===== config.mk =====
export PLATFORM = sky130hd
export DESIGN_NAME = mbox_dispatch
export DESIGN_NICKNAME = d
export VERILOG_FILES = /design/src/rtl/mbox_pkg.sv /design/src/rtl/mbox_lookup.sv /design/src/rtl/mbox_handler_stub.sv /design/src/rtl/mbox_dispatch.sv
export SDC_FILE = /design/constraint.sdc
export NUM_CORES = 1
export LEC_CHECK = 0
export ABC_CLOCK_PERIOD_IN_PS = 4180
export BUFFER_PORTS_ARGS = -buffer_cell sky130_fd_sc_hd__buf_2
export CAP_MARGIN = 15
export CELL_PAD_IN_SITES_DETAIL_PLACEMENT = 1
export CELL_PAD_IN_SITES_GLOBAL_PLACEMENT = 1
export CORE_ASPECT_RATIO = 1.2
export CORE_UTILIZATION = 45
export CTS_CLUSTER_SIZE = 12
export DETAILED_ROUTE_END_ITERATION = 12
export PLACE_DENSITY = 0.93
export RECOVER_POWER = 50
export SLEW_MARGIN = 20
export SYNTH_ARGS = -nofsm -noshare
export SYNTH_HDL_FRONTEND = slang
export SYNTH_SLANG_ARGS = --single-unit
export TNS_END_PERCENT = 100

===== constraint.sdc =====
create_clock -name clk -period 4.18 [get_ports clk]
set_clock_uncertainty 0.1 [all_clocks]
set_input_delay 0.209 -clock clk [delete_from_list [all_inputs] [get_ports clk]]
set_output_delay 0.209 -clock clk [all_outputs]
set_load 0.1 [all_outputs]

===== src/rtl/mbox_pkg.sv =====
package mbox_pkg;

    localparam int LEN_W    = 16;
    localparam int NUM_CMDS = 6;
    localparam int IDX_W    = $clog2(NUM_CMDS);

    localparam logic [7:0] RC_OK          = 8'h00;
    localparam logic [7:0] RC_INVALID_IN  = 8'h02;
    localparam logic [7:0] RC_UNSUPPORTED = 8'h03;
    localparam logic [7:0] RC_INTERNAL    = 8'h04;
    localparam logic [7:0] RC_BAD_LENGTH  = 8'h16;

    localparam logic [LEN_W-1:0] LEN_ANY = '1;

    typedef struct packed {
        logic [15:0]      opcode;
        logic [LEN_W-1:0] in_len;
        logic [LEN_W-1:0] out_len;
        logic             echo;
        logic [7:0]       rc;
        logic [3:0]       lat;
    } cmd_ent_t;

    localparam cmd_ent_t CMD_TABLE [NUM_CMDS] = '{
        '{16'h0100, 16'd1,   16'h0020, 1'b0, 8'h00, 4'd2},
        '{16'h0101, LEN_ANY, 16'h0000, 1'b1, 8'h00, 4'd3},
        '{16'h0300, 16'd0,   16'h0008, 1'b0, 8'h00, 4'd1},
        '{16'h0301, 16'd8,   16'h0000, 1'b0, 8'h00, 4'd4},
        '{16'h4102, 16'd8,   16'h0000, 1'b0, 8'h02, 4'd2},
        '{16'h0401, 16'h18,  16'h0200, 1'b0, 8'h00, 4'd1}
    };

    typedef enum logic [2:0] {
        S_IDLE, S_DISPATCH, S_WAIT, S_FINISH, S_RELEASE
    } state_e;

endpackage


===== src/rtl/mbox_lookup.sv =====
module mbox_lookup
    import mbox_pkg::*;
(
    input  logic [15:0]      opcode_i,
    input  logic [LEN_W-1:0] len_i,
    output logic             hit_o,
    output logic [IDX_W-1:0] idx_o,
    output logic             len_ok_o
);
    logic [NUM_CMDS-1:0] match;

    for (genvar g = 0; g < NUM_CMDS; g++) begin : g_match
        assign match[g] = (CMD_TABLE[g].opcode == opcode_i);
    end

    always_comb begin
        hit_o    = 1'b0;
        idx_o    = '0;
        len_ok_o = 1'b0;
        for (int i = NUM_CMDS - 1; i >= 0; i--) begin
            if (match[i]) begin
                hit_o    = 1'b1;
                idx_o    = IDX_W'(i);
                len_ok_o = (CMD_TABLE[i].in_len == LEN_ANY) ||
                           (CMD_TABLE[i].in_len == len_i);
            end
        end
    end
endmodule


===== src/rtl/mbox_handler_stub.sv =====
module mbox_handler_stub
    import mbox_pkg::*;
#(
    parameter int IDX = 0
) (
    input  logic             clk,
    input  logic             rst_n,
    input  logic             start_i,
    input  logic [LEN_W-1:0] in_len_i,
    output logic             done_o,
    output logic [LEN_W-1:0] out_len_o,
    output logic [7:0]       rc_o
);
    localparam cmd_ent_t ENT = CMD_TABLE[IDX];

    typedef struct packed {
        logic       busy;
        logic [3:0] cnt;
    } stub_t;

    stub_t s_d, s_q;

    assign done_o    = s_q.busy && (s_q.cnt == 4'd0);
    assign out_len_o = ENT.echo ? in_len_i : ENT.out_len;
    assign rc_o      = ENT.rc;

    always_comb begin
        s_d = s_q;
        if (start_i) begin
            s_d.busy = 1'b1;
            s_d.cnt  = ENT.lat - 4'd1;
        end else if (s_q.busy) begin
            if (s_q.cnt == 4'd0) s_d.busy = 1'b0;
            else                 s_d.cnt  = s_q.cnt - 4'd1;
        end
    end

    always_ff @(posedge clk) begin
        if (!rst_n) s_q <= '0;
        else        s_q <= s_d;
    end
endmodule


===== src/rtl/mbox_dispatch.sv =====
module mbox_dispatch
    import mbox_pkg::*;
#(
    parameter int PAYLOAD_BYTES = 256
) (
    input  logic        clk,
    input  logic        rst_n,
    input  logic        wr_en,
    input  logic        wr_addr,
    input  logic [31:0] wr_data,
    output logic [31:0] cmd_reg_o,
    output logic [15:0] status_o,
    output logic        doorbell_o
);
    localparam logic [LEN_W-1:0] PAYLOAD_LIM = LEN_W'(PAYLOAD_BYTES);

    typedef struct packed {
        state_e           state;
        logic             doorbell;
        logic [31:0]      cmd;
        logic [15:0]      status;
        logic [IDX_W-1:0] sel;
        logic [7:0]       rc;
        logic [LEN_W-1:0] len_res;
    } disp_t;

    disp_t st_d, st_q;

    logic             hit, len_ok;
    logic [IDX_W-1:0] idx;
    logic [NUM_CMDS-1:0] hstart, hdone;
    logic [LEN_W-1:0] hlen [NUM_CMDS];
    logic [7:0]       hrc  [NUM_CMDS];

    mbox_lookup u_lookup (
        .opcode_i (st_q.cmd[15:0]),
        .len_i    (st_q.cmd[31:16]),
        .hit_o    (hit),
        .idx_o    (idx),
        .len_ok_o (len_ok)
    );

    for (genvar g = 0; g < NUM_CMDS; g++) begin : g_handler
        assign hstart[g] = (st_q.state == S_DISPATCH) && hit && len_ok &&
                           (idx == IDX_W'(g));
        mbox_handler_stub #(.IDX(g)) u_stub (
            .clk       (clk),
            .rst_n     (rst_n),
            .start_i   (hstart[g]),
            .in_len_i  (st_q.cmd[31:16]),
            .done_o    (hdone[g]),
            .out_len_o (hlen[g]),
            .rc_o      (hrc[g])
        );
    end

    always_comb begin
        st_d = st_q;
        case (st_q.state)
            S_IDLE: begin
                if (wr_en) begin
                    if (!wr_addr) begin
                        st_d.cmd = wr_data;
                    end else if (wr_data[0]) begin
                        st_d.doorbell = 1'b1;
                        st_d.state    = S_DISPATCH;
                    end
                end
            end
            S_DISPATCH: begin
                st_d.sel = idx;
                if (!hit) begin
                    st_d.rc      = RC_UNSUPPORTED;
                    st_d.len_res = st_q.cmd[31:16];
                    st_d.state   = S_FINISH;
                end else if (!len_ok) begin
                    st_d.rc      = RC_BAD_LENGTH;
                    st_d.len_res = st_q.cmd[31:16];
                    st_d.state   = S_FINISH;
                end else begin
                    st_d.state   = S_WAIT;
                end
            end
            S_WAIT: begin
                if (hdone[st_q.sel]) begin
                    if (hlen[st_q.sel] > PAYLOAD_LIM) begin
                        st_d.len_res = PAYLOAD_LIM;
                        st_d.rc      = RC_INTERNAL;
                    end else begin
                        st_d.len_res = hlen[st_q.sel];
                        st_d.rc      = hrc[st_q.sel];
                    end
                    st_d.state = S_FINISH;
                end
            end
            S_FINISH: begin
                st_d.cmd    = {st_q.len_res, 16'h0000};
                st_d.status = {8'h00, st_q.rc};
                st_d.state  = S_RELEASE;
            end
            S_RELEASE: begin
                st_d.doorbell = 1'b0;
                st_d.state    = S_IDLE;
            end
            default: st_d.state = S_IDLE;
        endcase
    end

    always_ff @(posedge clk) begin
        if (!rst_n) st_q <= '{state: S_IDLE, default: '0};
        else        st_q <= st_d;
    end

    assign cmd_reg_o  = st_q.cmd;
    assign status_o   = st_q.status;
    assign doorbell_o = st_q.doorbell;
endmodule


Word level (Yosys, flattened, before mapping):

Memories as Yosys holds them, arrays and structs flattened.
Cells that the tools add are included.

* reduce and logical (&&, ||, !) cells: 50
* mux-type cells: 64
* magnitude comparators: 3
* add/subtract/negate cells: 6
* bitwise gates (word level): 8
* eq/ne operators: 28

Operators with widths (number)
* $mux W24: 4
* $pmux W32 S2: 1
* $mux W5: 12
* $bmux W16 S3: 1
* $pmux W24 S2: 1
* $mux W36: 1
* $eq A10 B16 Y1 const A: 2
* $eq A9 B16 Y1 const A: 2
* $mux W16: 2
* $mux W32: 1
* $mux W4: 8
* $logic_not A4 Y1: 6
* $mux W3: 8
* $sub A4 B1 Y4 const B: 6
* $mux W1: 20
* $reduce_and A2 Y1: 10
* $eq A1 B16 Y1 const A: 1
* $eq A11 B16 Y1 const A: 1
* $eq A15 B16 Y1 const A: 1
* $eq A4 B16 Y1 const A: 1
* $eq A5 B16 Y1 const A: 1
* $gt A16 B9 Y1 const B: 1
* $logic_not A16 Y1: 1
* $mux W8: 2
* other kinds (19): 65

* memories: 1
* bits of input ports: 36
* word-level logic and storage cells: 183
* ROM bits: 64
* register bits: 101
* output and inout bits: 49

Memories
* (name not given): depth 8, bits a word 8, read ports 1, clocked after Yosys merged registers in 0, wr ports 0, line mbox_dispatch.sv:91 `st_d.rc = hrc[st_q.sel];`

Depth between registers and ports, before layout:

* word-level depth: 12
* mapped depth: 9
* mapped depth without buffers: 8

By module:

From an unflattened synthesis, not the netlist that was laid out.

* cell total of the unflattened synthesis: 913
* area total of the unflattened synthesis: 7399.6 um^2

By module, submodules not included
* mbox_dispatch: seq. area each 1421.4 um^2, instances 1, area each 4494.3 um^2, cells an instance 555
* mbox_handler_stub at g_handler[0].u_stub ...: seq. area each 100.1 um^2, instances 2, area each 441.7 um^2, cells an instance 53
* mbox_handler_stub at g_handler[2].u_stub ...: seq. area each 100.1 um^2, instances 2, area each 436.7 um^2, cells an instance 53
* mbox_handler_stub at g_handler[3].u_stub: seq. area each 100.1 um^2, instances 1, area each 465.4 um^2, cells an instance 55
* mbox_handler_stub at g_handler[1].u_stub: seq. area each 100.1 um^2, instances 1, area each 401.6 um^2, cells an instance 47
* mbox_lookup: seq. area each 0.0 um^2, instances 1, area each 281.5 um^2, cells an instance 44

Least setup slack after synthesis:

No wires, ideal clock.

* path kind: register to register
* start point: reg st_q (netlist bit cmd_reg_o[2])
* end point: reg g_handler[2].u_stub.s_q[4] (netlist bit)
* setup time: 0.070 ns
* clock period less this slack: 2.310 ns
* data arrival time: 2.140 ns
* slack: 1.870 ns
* data required time: 4.010 ns
* path buffers: 0
* stages on the path, launching flop included: 7
* cell sequence: dfxtp_1 > nor4_4 > nand4_4 > or3_4 > o22a_4 > or4_1 > a21boi_1

* word-level cells in the longest chain between the ends: 11
* elaborated cells on any way between the ends: 29
* those cells by class: 7 x eq/ne; 19 x mux; 3 x reduce/logical

RTL lines
* start: declaration: line mbox_dispatch.sv:27 `disp_t st_d, st_q;`
* start signal: assignment: line mbox_dispatch.sv:111 `else st_q <= st_d;`
* parallel branches: the longest is 9 deep, another holds $eq A11 B16 Y1
* $logic_and A1 B1 Y1 *: line mbox_dispatch.sv:44 `assign hstart[g] = (st_q.state == S_DISPATCH) && hit && len_ok &&`
* $mux W5 *: line mbox_handler_stub.sv:29 `if (start_i) begin`
* end signal: assignment: line mbox_handler_stub.sv:39 `if (!rst_n) s_q <= '0;`
* end signal: assignment: line mbox_handler_stub.sv:40 `else s_q <= s_d;`
* end: declaration: line mbox_handler_stub.sv:21 `stub_t s_d, s_q;`

Every way passes the cells marked *.
A chain may end at the register's enable or synchronous reset.

Final worst setup path:

* start point: reg st_q (netlist bit cmd_reg_o[2])
* end point: reg st_q[0] (netlist bit)

* word-level cells in the longest chain between the ends: 9
* elaborated cells on any way between the ends: 22
* those cells by class: 7 x eq/ne; 14 x mux; 1 x reduce/logical

RTL lines
* $eq A11 B16 Y1: line mbox_lookup.sv:13 `assign match[g] = (CMD_TABLE[g].opcode == opcode_i);`
* $mux W1 (6 in series): line mbox_lookup.sv:21 `if (match[i]) begin`
* $ne A3 B3 Y1 (no line) or $mux W24 (tied branches)
* $reduce_and A3 Y1 (no line) or $pmux W24 S2 (tied branches)

Parallel ways exist; a longest one is shown, timed or not.

==> metrics.log <==
[metrics] status: finished with violations
[metrics] violated checks: max-capacitance violations, max-slew violations
[metrics] fraction of layout cells with a size suffix above 1: 10.5%
[metrics] number of setup violations in the final report: 0
[metrics] I/O pin count: 85
[metrics] Lkg Pwr: 2.21 nW
[metrics] floorplan die width: 97.2 um
[metrics] Post-synth EDFFs: 0
[metrics] DR vias: 4306
[metrics] Max Fclk: 312 MHz
[metrics] overall overflow remaining after global route: 0
[metrics] overall routing resource usage: 24.0%
[metrics] startpoint kind of the worst setup timing path: register
[metrics] via count of the first global-routing pass: 4516
[metrics] clock insertion delay at the later pin of the skew report: 350 ps
[metrics] post-route insts no fill: 750
[metrics] WHS Path Cells: 3
[metrics] synthesis warning total: 0
[metrics] row count: 41
[metrics] total placed cells including tap cells: 733
[metrics] # Post-CTS Setup Buffers: 0
[metrics] Clock Tree Root: clkbuf_16
[metrics] number of hold violations in the final report: 0
[metrics] Clock transition at path regs: 60 ps
[metrics] minimum period implied by the final worst setup slack: 3200 ps
[metrics] critical path endpoint category: register
[metrics] n_diodes: 0
[metrics] peak supply drop: 249 uV
[metrics] number of gates resized after CTS: 0
[metrics] crit path setup slack, layout: 976 ps
[metrics] final period utilization: 76.7%
[metrics] core box area: 10600 um^2
[metrics] total detailed-routing wirelength: 13.2 mm
[metrics] highest net fanout along the worst path: 20
[metrics] final count of pins violating max slew: 25
[metrics] count of routing violations after the opening detailed-route iteration: 191
[metrics] required time of the worst setup path: 4350 ps
[metrics] number of sinks driven by the clock tree: 93
[metrics] synthesized instance count: 593
[metrics] number of nets with antenna violations after detailed routing: 0
[metrics] total CTS buffers: 9
[metrics] area growth from synthesis to layout: 7.85%
[metrics] Starting Density: 46.3%
[metrics] share of Yosys cell area claimed by the top area cell type: 38.0%
[metrics] share of async-settable or async-resettable flops after synthesis: 0%
[metrics] normalized max-slew margin: -34.6%
[metrics] Pwr Density: 474 nW/um^2
[metrics] CTS tree: yes
[metrics] pre-CTS WS: 1370 ps
[metrics] Port Buffer Count: 72
[metrics] start-to-end type of the worst setup path: reg -> reg
[metrics] first-pass GRT wire length: 21.8 mm
[metrics] flop and latch count out of synthesis: 93
[metrics] Cell variety after synth: 58
[metrics] Tightest Pin Transition: 2020 ps
[metrics] most frequently used flop master after synthesis: dfxtp_1
[metrics] number of search-and-repair iterations in the first detailed-routing pass: 4
[metrics] summed instance area of the synthesized netlist: 4890 um^2
[metrics] clk buf depth: 2
[metrics] average detailed-routed wire length per instance: 17.6 um
[metrics] placed wire-length estimate: 9.39 mm
[metrics] aggregate negative setup slack: 0 ps
[metrics] vias per std cell: 5.74
[metrics] cell types occupying the most area after synthesis: dfxtp_1, nand2_1, buf_4
[metrics] syn_area_per_cell: 8.25 um^2
[metrics] RSZ-0062 raised after global routing: no
[metrics] worst min-delay path category: in -> reg
[metrics] CP Data Arrival Time: 3370 ps
[metrics] Die Height: 116 um
[metrics] most common cell after layout, fill and taps aside: nand2_1
[metrics] area of the die: 11300 um^2
[metrics] Net count, final: 659
[metrics] initial antenna violation count: 0
[metrics] number of buffers inserted by hold repair at cts: 0
[metrics] Worst Reg2Reg Path Length in Cells: 6
[metrics] depth of the CTS H-tree: 3
[metrics] Placer Congestion: 0.876
[metrics] library cell with the largest summed area after synthesis: dfxtp_1
[metrics] pin count of the biggest net entering global routing: 50
[metrics] final routed DRC violation total: 0
[metrics] portion of the post-synthesis area used by sequential elements: 38.0%
[metrics] commonest cells after routing, fill and taps aside: nand2_1, dfxtp_1, clkbuf_1
[metrics] Max Cap Viol: 1
-- metrics by stage --
step | hold WS (ps) | utilization (%) | area (um^2) | power (mW)
2_1_floorplan | 267 | - | 4930 | 1.60
3_3_place_gp | 344 | 47.5 | 5020 | 1.65
3_5_place_dp | 348 | 47.5 | 5020 | 1.68
4_1_cts | 27.0 | 50.4 | 5330 | 2.51
5_1_grt | 34.6 | 49.9 | 5280 | 2.59
6_report | 29.8 | 49.9 | 5280 | 2.50
-- logic make-up (layout without fill, tap and decap cells) --
kind of cell / after synthesis / in the layout / share of synthesized area, %
AO/OA/AOI/OAI: 112 / 112 / 17.6
XOR/XNOR: 15 / 15 / 2.68
adder cells (fa/ha/maj): 7 / 7 / 1.79
buffers and inverters: 97 / 114 / 11.3
flip-flops: 93 / 93 / 38.0
multiplexers: 10 / 10 / 2.05
other: 1 / 12 / 0.0766
AND/OR/NAND/NOR: 258 / 258 / 26.5
-- sequential cells by signal, summed over array words and instances, names as in the netlist --
| signal | flops |
|---|---|
| st_q | 26 |
| doorbell_o | 1 |
| cmd_reg_o | 32 |
| status_o | 4 |
| g_handler.u_stub.s_q | 30 |
-- final cells by class --
cell class	count	area (um^2)
multi-input combinational	414	2510
tap	129	161
timing repair buffer	76	360
clock buffer	13	260
clock inverter	3	43.8
fill	1301	5290
sequential	93	1860
inverter	22	82.6
-- power by group --
| group | internal, mW | switching, mW | total (mW) |
|---|---|---|---|
| Sequential | 0.938 | 0.0644 | 1.00 |
| Clock | 0.497 | 0.346 | 0.843 |
| Combinational | 0.139 | 0.518 | 0.657 |
-- final timing paths --
| check | from | end | slack, ps |
|---|---|---|---|
| hold / removal | wr_data[11] | cmd_reg_o[11] | 30 |
| hold reg to reg | st_q[2] | st_q[2] | 370 |
| setup reg to reg | cmd_reg_o[2] | st_q[0] | 980 |
| setup / recovery | cmd_reg_o[2] | st_q[0] | 980 |
-- synth_stat cells (all sizes together), types with 2 or more instances --
library cell / number
a21boi: 27
a21o: 3
a21oi: 14
a31o: 3
a32o: 7
a32oi: 3
and2: 8
and3: 6
buf: 51
clkbuf: 24
dfxtp: 93
ha: 7
inv: 22
mux2i: 10
nand2: 114
nand2b: 4
nand3: 37
nand3b: 3
nand4: 6
nand4b: 2
nor2: 32
nor2b: 6
nor3: 9
nor3b: 10
nor4: 11
nor4bb: 2
o211a: 15
o21a: 9
o21ai: 14
o22ai: 2
o31ai: 3
o41ai: 3
or3: 3
or4: 2
xnor2: 9
xor2: 6
-- layer usage --
layer	vias up	part of all wire [%]	track usage [%]
met3	26	3.2	3.35
met5	-	0	0
met4	0	2.9	11.2
met2	102	53	46.3
met1	2132	41	26.1
li1	2046	-	-
-- worst max-delay path, stage by stage (launching register included) --
cell	delay, ps
dfxtp_1	330
nor4_1	740
nand4_4	250
or3_4	440
o22ai_1	360
a31o_2	640
mux2i_1	270
No activity file was read; power rests on OpenSTA's default activity.
